[config.mk]
export PLATFORM = sky130hd
export DESIGN_NAME = dss_burst_store
export DESIGN_NICKNAME = d
export VERILOG_FILES = /design/src/rtl/dss_pkg.sv /design/src/rtl/dss_transpose.sv /design/src/rtl/dss_pair_addr.sv /design/src/rtl/dss_ctrl.sv /design/src/rtl/dss_burst_store.sv
export SDC_FILE = /design/constraint.sdc
export NUM_CORES = 1
export LEC_CHECK = 0
export BUFFER_PORTS_ARGS = -buffer_cell sky130_fd_sc_hd__buf_4
export CORE_UTILIZATION = 54
export DETAILED_ROUTE_END_ITERATION = 16
export GPL_TIMING_DRIVEN = 0
export PLACE_DENSITY = 0.86
export SYNTH_ARGS = -nofsm -noshare
export SYNTH_HDL_FRONTEND = slang
export SYNTH_SLANG_ARGS = --single-unit
[constraint.sdc]
create_clock -name clk -period 3.01 [get_ports clk]
set_clock_uncertainty 0.05 [all_clocks]
set_input_delay 0.1505 -clock clk [delete_from_list [all_inputs] [get_ports clk]]
set_output_delay 0.1505 -clock clk [all_outputs]
set_load 0.005 [all_outputs]
[src/rtl/dss_pkg.sv]
package dss_pkg;
  typedef enum logic [1:0] {
    ST_IDLE   = 2'd0,
    ST_FIRST  = 2'd1,
    ST_SECOND = 2'd2,
    ST_DONE   = 2'd3
  } dss_state_e;
endpackage

[src/rtl/dss_transpose.sv]
// Square bit transpose: word viewed as GRP groups of GRP bits.
module dss_transpose #(
  parameter int GRP = 6,
  localparam int DW = GRP * GRP
) (
  input  logic [DW-1:0] in_word,
  output logic [DW-1:0] out_word
);
  for (genvar g = 0; g < GRP; g++) begin : g_grp
    for (genvar p = 0; p < GRP; p++) begin : g_pos
      assign out_word[p*GRP+g] = in_word[g*GRP+p];
    end
  end
endmodule

[src/rtl/dss_pair_addr.sv]
// Partner address: increments the burst field modulo its size, upper bits held.
module dss_pair_addr #(
  parameter int AW         = 36,
  parameter int BURST_LOG2 = 2
) (
  input  logic [AW-1:0] base_addr,
  output logic [AW-1:0] pair_addr
);
  logic [BURST_LOG2-1:0] low_next;
  assign low_next  = base_addr[BURST_LOG2-1:0] + BURST_LOG2'(1);
  assign pair_addr = {base_addr[AW-1:BURST_LOG2], low_next};
endmodule

[src/rtl/dss_ctrl.sv]
module dss_ctrl
  import dss_pkg::*;
#(
  parameter int AW       = 36,
  parameter int DW       = 36,
  parameter int PROT_BIT = AW - 1
) (
  input  logic          clk,
  input  logic          rst,
  input  logic          go_i,
  input  logic [AW-1:0] addr_i,
  input  logic [DW-1:0] data_i,
  input  logic [AW-1:0] pair_addr_i,
  output logic [AW-1:0] addr_q_o,
  output logic          busy_o,
  output logic          done_o,
  output logic          we_o,
  output logic [AW-1:0] waddr_o,
  output logic [DW-1:0] wdata_o
);
  dss_state_e state_q;
  logic [AW-1:0] addr_q;

  assign addr_q_o = addr_q;

  always_ff @(posedge clk) begin
    if (rst) begin
      state_q <= ST_IDLE;
      addr_q  <= '0;
      busy_o  <= 1'b0;
      done_o  <= 1'b0;
      we_o    <= 1'b0;
      waddr_o <= '0;
      wdata_o <= '0;
    end else begin
      case (state_q)
        ST_IDLE: begin
          done_o <= 1'b0;
          if (go_i) begin
            addr_q  <= addr_i;
            waddr_o <= addr_i;
            wdata_o <= data_i;
            we_o    <= ~addr_i[PROT_BIT];
            busy_o  <= 1'b1;
            state_q <= ST_FIRST;
          end
        end
        ST_FIRST: begin
          waddr_o <= pair_addr_i;
          we_o    <= ~addr_q[PROT_BIT];
          state_q <= ST_SECOND;
        end
        ST_SECOND: begin
          we_o    <= 1'b0;
          done_o  <= 1'b1;
          state_q <= ST_DONE;
        end
        ST_DONE: begin
          done_o  <= 1'b0;
          busy_o  <= 1'b0;
          state_q <= ST_IDLE;
        end
        default: state_q <= ST_IDLE;
      endcase
    end
  end
endmodule

[src/rtl/dss_burst_store.sv]
module dss_burst_store #(
  parameter int GRP        = 6,
  parameter int AW         = 36,
  parameter int BURST_LOG2 = 2,
  localparam int DW        = GRP * GRP,
  localparam int PROT_BIT  = AW - 1
) (
  input  logic          clk,
  input  logic          rst,
  input  logic          go_i,
  input  logic [AW-1:0] addr_i,
  input  logic [DW-1:0] operand_i,
  output logic          busy_o,
  output logic          done_o,
  output logic          mem_we_o,
  output logic [AW-1:0] mem_addr_o,
  output logic [DW-1:0] mem_wdata_o
);
  logic [DW-1:0] xposed;
  logic [AW-1:0] addr_q;
  logic [AW-1:0] pair_addr;

  dss_transpose #(.GRP(GRP)) u_xpose (
    .in_word (operand_i),
    .out_word(xposed)
  );

  dss_pair_addr #(.AW(AW), .BURST_LOG2(BURST_LOG2)) u_pair (
    .base_addr(addr_q),
    .pair_addr(pair_addr)
  );

  dss_ctrl #(.AW(AW), .DW(DW), .PROT_BIT(PROT_BIT)) u_ctrl (
    .clk        (clk),
    .rst        (rst),
    .go_i       (go_i),
    .addr_i     (addr_i),
    .data_i     (xposed),
    .pair_addr_i(pair_addr),
    .addr_q_o   (addr_q),
    .busy_o     (busy_o),
    .done_o     (done_o),
    .we_o       (mem_we_o),
    .waddr_o    (mem_addr_o),
    .wdata_o    (mem_wdata_o)
  );
endmodule

* Yosys cells after proc, flatten, opt, wreduce, memory -nomap -nowiden *
Cells that the tools add are included.

word-level totals
  bits of input ports = 75
  word-level logic and storage cells = 33
  output and inout bits = 75
  register bits after elaboration = 113

operators by class
  multiplexer cells = 9
  reduce and logical (&&, ||, !) cells = 10
  equal/unequal tests = 4
  $add $sub $neg = 1
  bitwise logic cells = 2

operator list
  kind                   count
  $pmux W36 S2           1
  $mux W36               1
  $pmux W2 S4            1
  $reduce_and A2 Y1      4
  $reduce_bool A2 Y1     3
  $eq A2 B2 Y1 const B   2
  $pmux W1 S2            2
  $pmux W1 S3            1
  $reduce_bool A3 Y1     1
  $add A2 B1 Y2 const B  1
  $eq A2 B1 Y1 const B   1
  $logic_not A2 Y1       1
  $mux W1                2
  $mux W2                1
  $ne A2 B2 Y1 const B   1
  $not A1 Y1             2
  $reduce_or A2 Y1       1

* Depth between registers and ports, before layout *
  word-level depth = 3
  gate-level depth with buffers = 8
  depth with buffers taken out = 5

* Hierarchy *
A second synthesis with hierarchy kept.

unflattened totals
  cells, all modules = 578
  area, all modules = 5215.0 um^2

modules (own cells, without submodules)
  module         cells an instance  times used  area an instance (um^2)  sequential area each (um^2)
  dss_ctrl       506                1           4677.0                   2262.2
  dss_transpose  36                 1           270.3                    0.0
  dss_pair_addr  36                 1           267.8                    0.0

* Least setup slack after synthesis *
No wires, ideal clock.

  path type = flip-flop to flip-flop
  start point = reg u_ctrl.state_q[1]
  end point = reg u_ctrl.waddr_o[10]
  clock period less this slack = 1686 ps
  slack = 1324 ps
  stages on the path, launching flop included = 9
  required time = 2814 ps
  arrival = 1490 ps
  path buffers = 3
  setup time = 146 ps
  cell sequence = dfxtp_1 > inv_1 > ha_1 > buf_4 > mux2_2 > buf_6 > buf_4 > nor2_1 > a211oi_2

on the way
  cells in the longest elaborated chain, start to end = 3
  elaborated cells between the ends (all ways) = 6
  classes of those cells = eq/ne (2); mux (1); reduce/logical (3)

ends and longest elaborated chain
  item                                                          RTL line        text
  start, declared                                               dss_ctrl.sv:21  dss_state_e state_q;
  start signal, assigned                                        dss_ctrl.sv:28  state_q <= ST_IDLE;
  start signal, assigned                                        dss_ctrl.sv:45  state_q <= ST_FIRST;
  start signal, assigned                                        dss_ctrl.sv:51  state_q <= ST_SECOND;
  $eq A2 B1 Y1 or $logic_not A2 Y1 (tied branches)              dss_ctrl.sv:36  case (state_q)
  $reduce_bool A2 Y1 (no line) or $ne A2 B2 Y1 (tied branches)  --
  $reduce_and A2 Y1 (no line)                                   --
  end signal, assigned                                          dss_ctrl.sv:41  waddr_o <= addr_i;
  end signal, assigned                                          dss_ctrl.sv:49  waddr_o <= pair_addr_i;
  end, declared                                                 dss_ctrl.sv:18  output logic [AW-1:0] waddr_o,

Several ways; a longest one is shown, not always the timed one.
A chain may end at the register's enable or synchronous reset.

* Worst setup path in the final report *
  start point = reg u_ctrl.state_q[0]
  end point = reg u_ctrl.wdata_o[13]

on the way
  cells in the longest elaborated chain, start to end = 2

ends and longest elaborated chain
  item                         RTL line        text
  $logic_not A2 Y1             dss_ctrl.sv:36
  $reduce_and A2 Y1 (no line)  --
  end signal, assigned         dss_ctrl.sv:42  wdata_o <= data_i;
  end, declared                dss_ctrl.sv:19  output logic [DW-1:0] wdata_o

No other way between the ends.

==> metrics <==
top-count cell post-synth=nand2_1; Final Slew Violations=0; Area Growth Syn to Fin=57.1%; Seq/Total Area, Yosys=0.496; clk_lat worst skew=about 520 ps; Synth top area share=0.496; pwr dens=~940 nW/um2; Total Die Area=between 8000 and 9000 um2; HP Class=in -> reg; status=completed; Layout fillers=between 300 and 400; fmax=~0.47 GHz; DP Area=just under 6000 um2; clk buf depth=2; crit-path cells=inv_1 > ha_1 > nand2_1 > clkbuf_1 > nand2_1 > a21oi_1; Critical R2R Launch=u_ctrl.state_q[0]$_SDFFE_PP0P_; ys flop type=dfxtp_1; initial core utilization=0.558; slowest stage delay, CP=420 ps; Final Cell Area=just over 7000 um2; reg2reg setup slack=around 900 ps; arrival time worst endpoint=2490 ps; critical path type=reg -> reg; crit end category=register; average cell area after synthesis=around 9 um2; CTS HTree Levels=4; crit path time final=approximately 2100 ps; Yosys cell types=24; CTS Sinks=between 100 and 150; FP Rows=33; Worst Hold Path Cells=3; WHS Endpoint=u_ctrl.waddr_o[1]$_SDFFE_PP0P_; DRT antenna net count=0; Final Setup Violations=0; cell area after synthesis=between 4000 and 5000 um2; number of flops mapped to enable cells by yosys=0; global placer's final weighted congestion=0.778; Congestion Overflow GR=0; # IOs=150; share of cells above drive strength 1=0.312; Worst Reg-to-Reg Cells=6; register area=between 2000 and 2500 um2; Clock Pin Slew Worst Setup and Hold Paths=roughly 50 ps; antenna violations before repair=0; setup TNS=0 ps; nets@finish=roughly 830; Final Hold Fails=0; async set or reset register ratio after synthesis=0; slowest stage cell, crit path=dfxtp_1; DP Wirelength=8400 um; DIE WIDTH=93.9 um; transition time at the pin with the least slew margin=826 ps; via count=4837; Post-synth top cells=nand2_1 (147), dfxtp_1 (113), a21oi_1 (72); gr usage total=0.372; CTS Root Buffer Type=clkbuf_8; Wirelength per Cell=approximately 18 um; crit start category=register; Max Cap Violations=0; Die H=between 90 and 100 um; most frequent CP cell=nand2_1; Slew headroom=0.449; final WL=~16000 um; drt pass-1 iters=5; vias in the first global route=~5000; post-synth top area cell=dfxtp_1; Residual DRC=0; first-pass GRT wire length=24600 um; total core area=approximately 8000 um2; detail-routed via count per cell=5.57; syn nets=roughly 600; PortBufs=~150; #FFs+latches synth=~110; Hold Crit Start=rst; Gate Count Post-Synth=509; area of the multi-input gates=2060 um2; Pleak=between 0.003 and 0.004 uW; Synth area leaders=dfxtp_1 (50%), nand2_1 (12%), a211oi_2 (9.6%); CTS Buf Count=17; Critical R2R Capture=u_ctrl.wdata_o[13]$_SDFFE_PP0P_; CTS tree=yes; crit path max fanout=10; fin crit share=0.700; Synthesis Warnings=0; RSZ-0062 raised after global routing=no; 1st-iter DRT viols=270; worst endpoint required time=3390 ps; largest net degree at the start of global routing=17; Peak VDD IR=approximately 0.53 mV
-- worst max-delay path by stage --
stage / from / to / cells past startpoint
6_report: u_ctrl.state_q[0]$_SDFFE_PP0P_ / u_ctrl.wdata_o[13]$_SDFFE_PP0P_ / 6
5_1_grt: u_ctrl.state_q[0]$_SDFFE_PP0P_ / u_ctrl.addr_q_o[6]$_SDFFE_PP0P_ / 6
4_1_cts: u_ctrl.state_q[0]$_SDFFE_PP0P_ / u_ctrl.addr_q_o[22]$_SDFFE_PP0P_ / 6
3_5_place_dp: u_ctrl.state_q[0]$_SDFFE_PP0P_ / u_ctrl.addr_q_o[16]$_SDFFE_PP0P_ / 6
3_3_place_gp: u_ctrl.state_q[1]$_SDFFE_PP0P_ / u_ctrl.waddr_o[16]$_SDFFE_PP0P_ / 8
2_1_floorplan: u_ctrl.state_q[1]$_SDFFE_PP0P_ / u_ctrl.waddr_o[10]$_SDFFE_PP0P_ / 8
-- layer usage --
layer,vias up,track usage,share of wire
met4,0,0.176,0.034
met5,-,0,0
met2,283,0.648,0.50
li1,2199,-,-
met1,2298,0.409,0.38
met3,57,0.113,0.088
-- state kept, by name, indices dropped and copies added (netlist names) --
name and cells:
u_ctrl.busy_o 1, u_ctrl.waddr_o 36, u_ctrl.wdata_o 36, u_ctrl.state_q 2, u_ctrl.done_o 1, u_ctrl.we_o 1, u_ctrl.addr_q_o 36
-- what timing repair did --
item | 4_1_cts | 5_1_grt
gates resized for setup | 0 | 0
hold buffers | 73 | 0
buffers inserted | 0 | 0
endpoints found under the hold margin | 100 | 0
-- cell families (layout without fill, tap and decap cells) --
group,count (synthesis),in the layout,share of synthesized area
adders and majority gates,7,7,0.0192
muxes,39,39,0.0861
xor gates and xnor gates,1,1,0.00192
DFF,113,113,0.496
AOI/OAI and AO/OA,113,113,0.185
buffers and inverters,45,298,0.0519
and+or+nand+nor,191,191,0.159
other,0,1,0
-- area by class of cell --
cell class	count	area share
well taps	105	0.0183
clock inverters	10	0.0217
repair buffers	221	0.257
flip-flops and latches	113	0.316
plain buffers	41	0.0309
inverters	4	0.00210
clock buffers	22	0.0660
diodes	1	0.000349
multi-input cells	351	0.288
-- report_power, final --
group,internal (uW),leakage (uW),switching [uW]
sequential,1880,0.000930,240
combinational,1130,0.00183,1350
clock,1430,0.000307,690
-- through the flow --
| step | std cells | hold slack [ps] | setup slack [ps] | util | power, uW |
|---|---|---|---|---|---|
| after floorplan | 509 | 236 | 1320 | - | 3530 |
| after global placement | 762 | 347 | 1210 | 0.710 | 4310 |
| after detailed placement | 762 | 356 | 1100 | 0.710 | 4400 |
| after CTS | 867 | 51.4 | 1010 | 0.876 | 6600 |
| after global routing | 867 | 164 | 819 | 0.876 | 7010 |
| final | 868 | 70.6 | 902 | 0.876 | 6730 |
-- critical path, delay by kind of cell, from the launching register on --
family	cells	cell delay (ps)
flops	1	420
buf+inv	2	540
compound gates	1	220
simple gates	2	540
fa+ha+maj	1	240
-- placed cells by master, fill, tap and decap left out, drive strengths merged --
master and instances:
clkinvlp 2, diode 1, bufinv 4, o21bai 1, buf 177, clkinv 4
o311a 1, ha 7, mux2i 37, a211oi 37, mux2 2, dlygate4sd3 73
a21oi 72, nor3b 1, a31o 1, and2 1, nor2b 1, dfxtp 113
o22ai 1, clkbuf 34, inv 4, nor2 40, xnor2 1, nand2 147
nor3 1
Power figures use the tool's default switching activity.
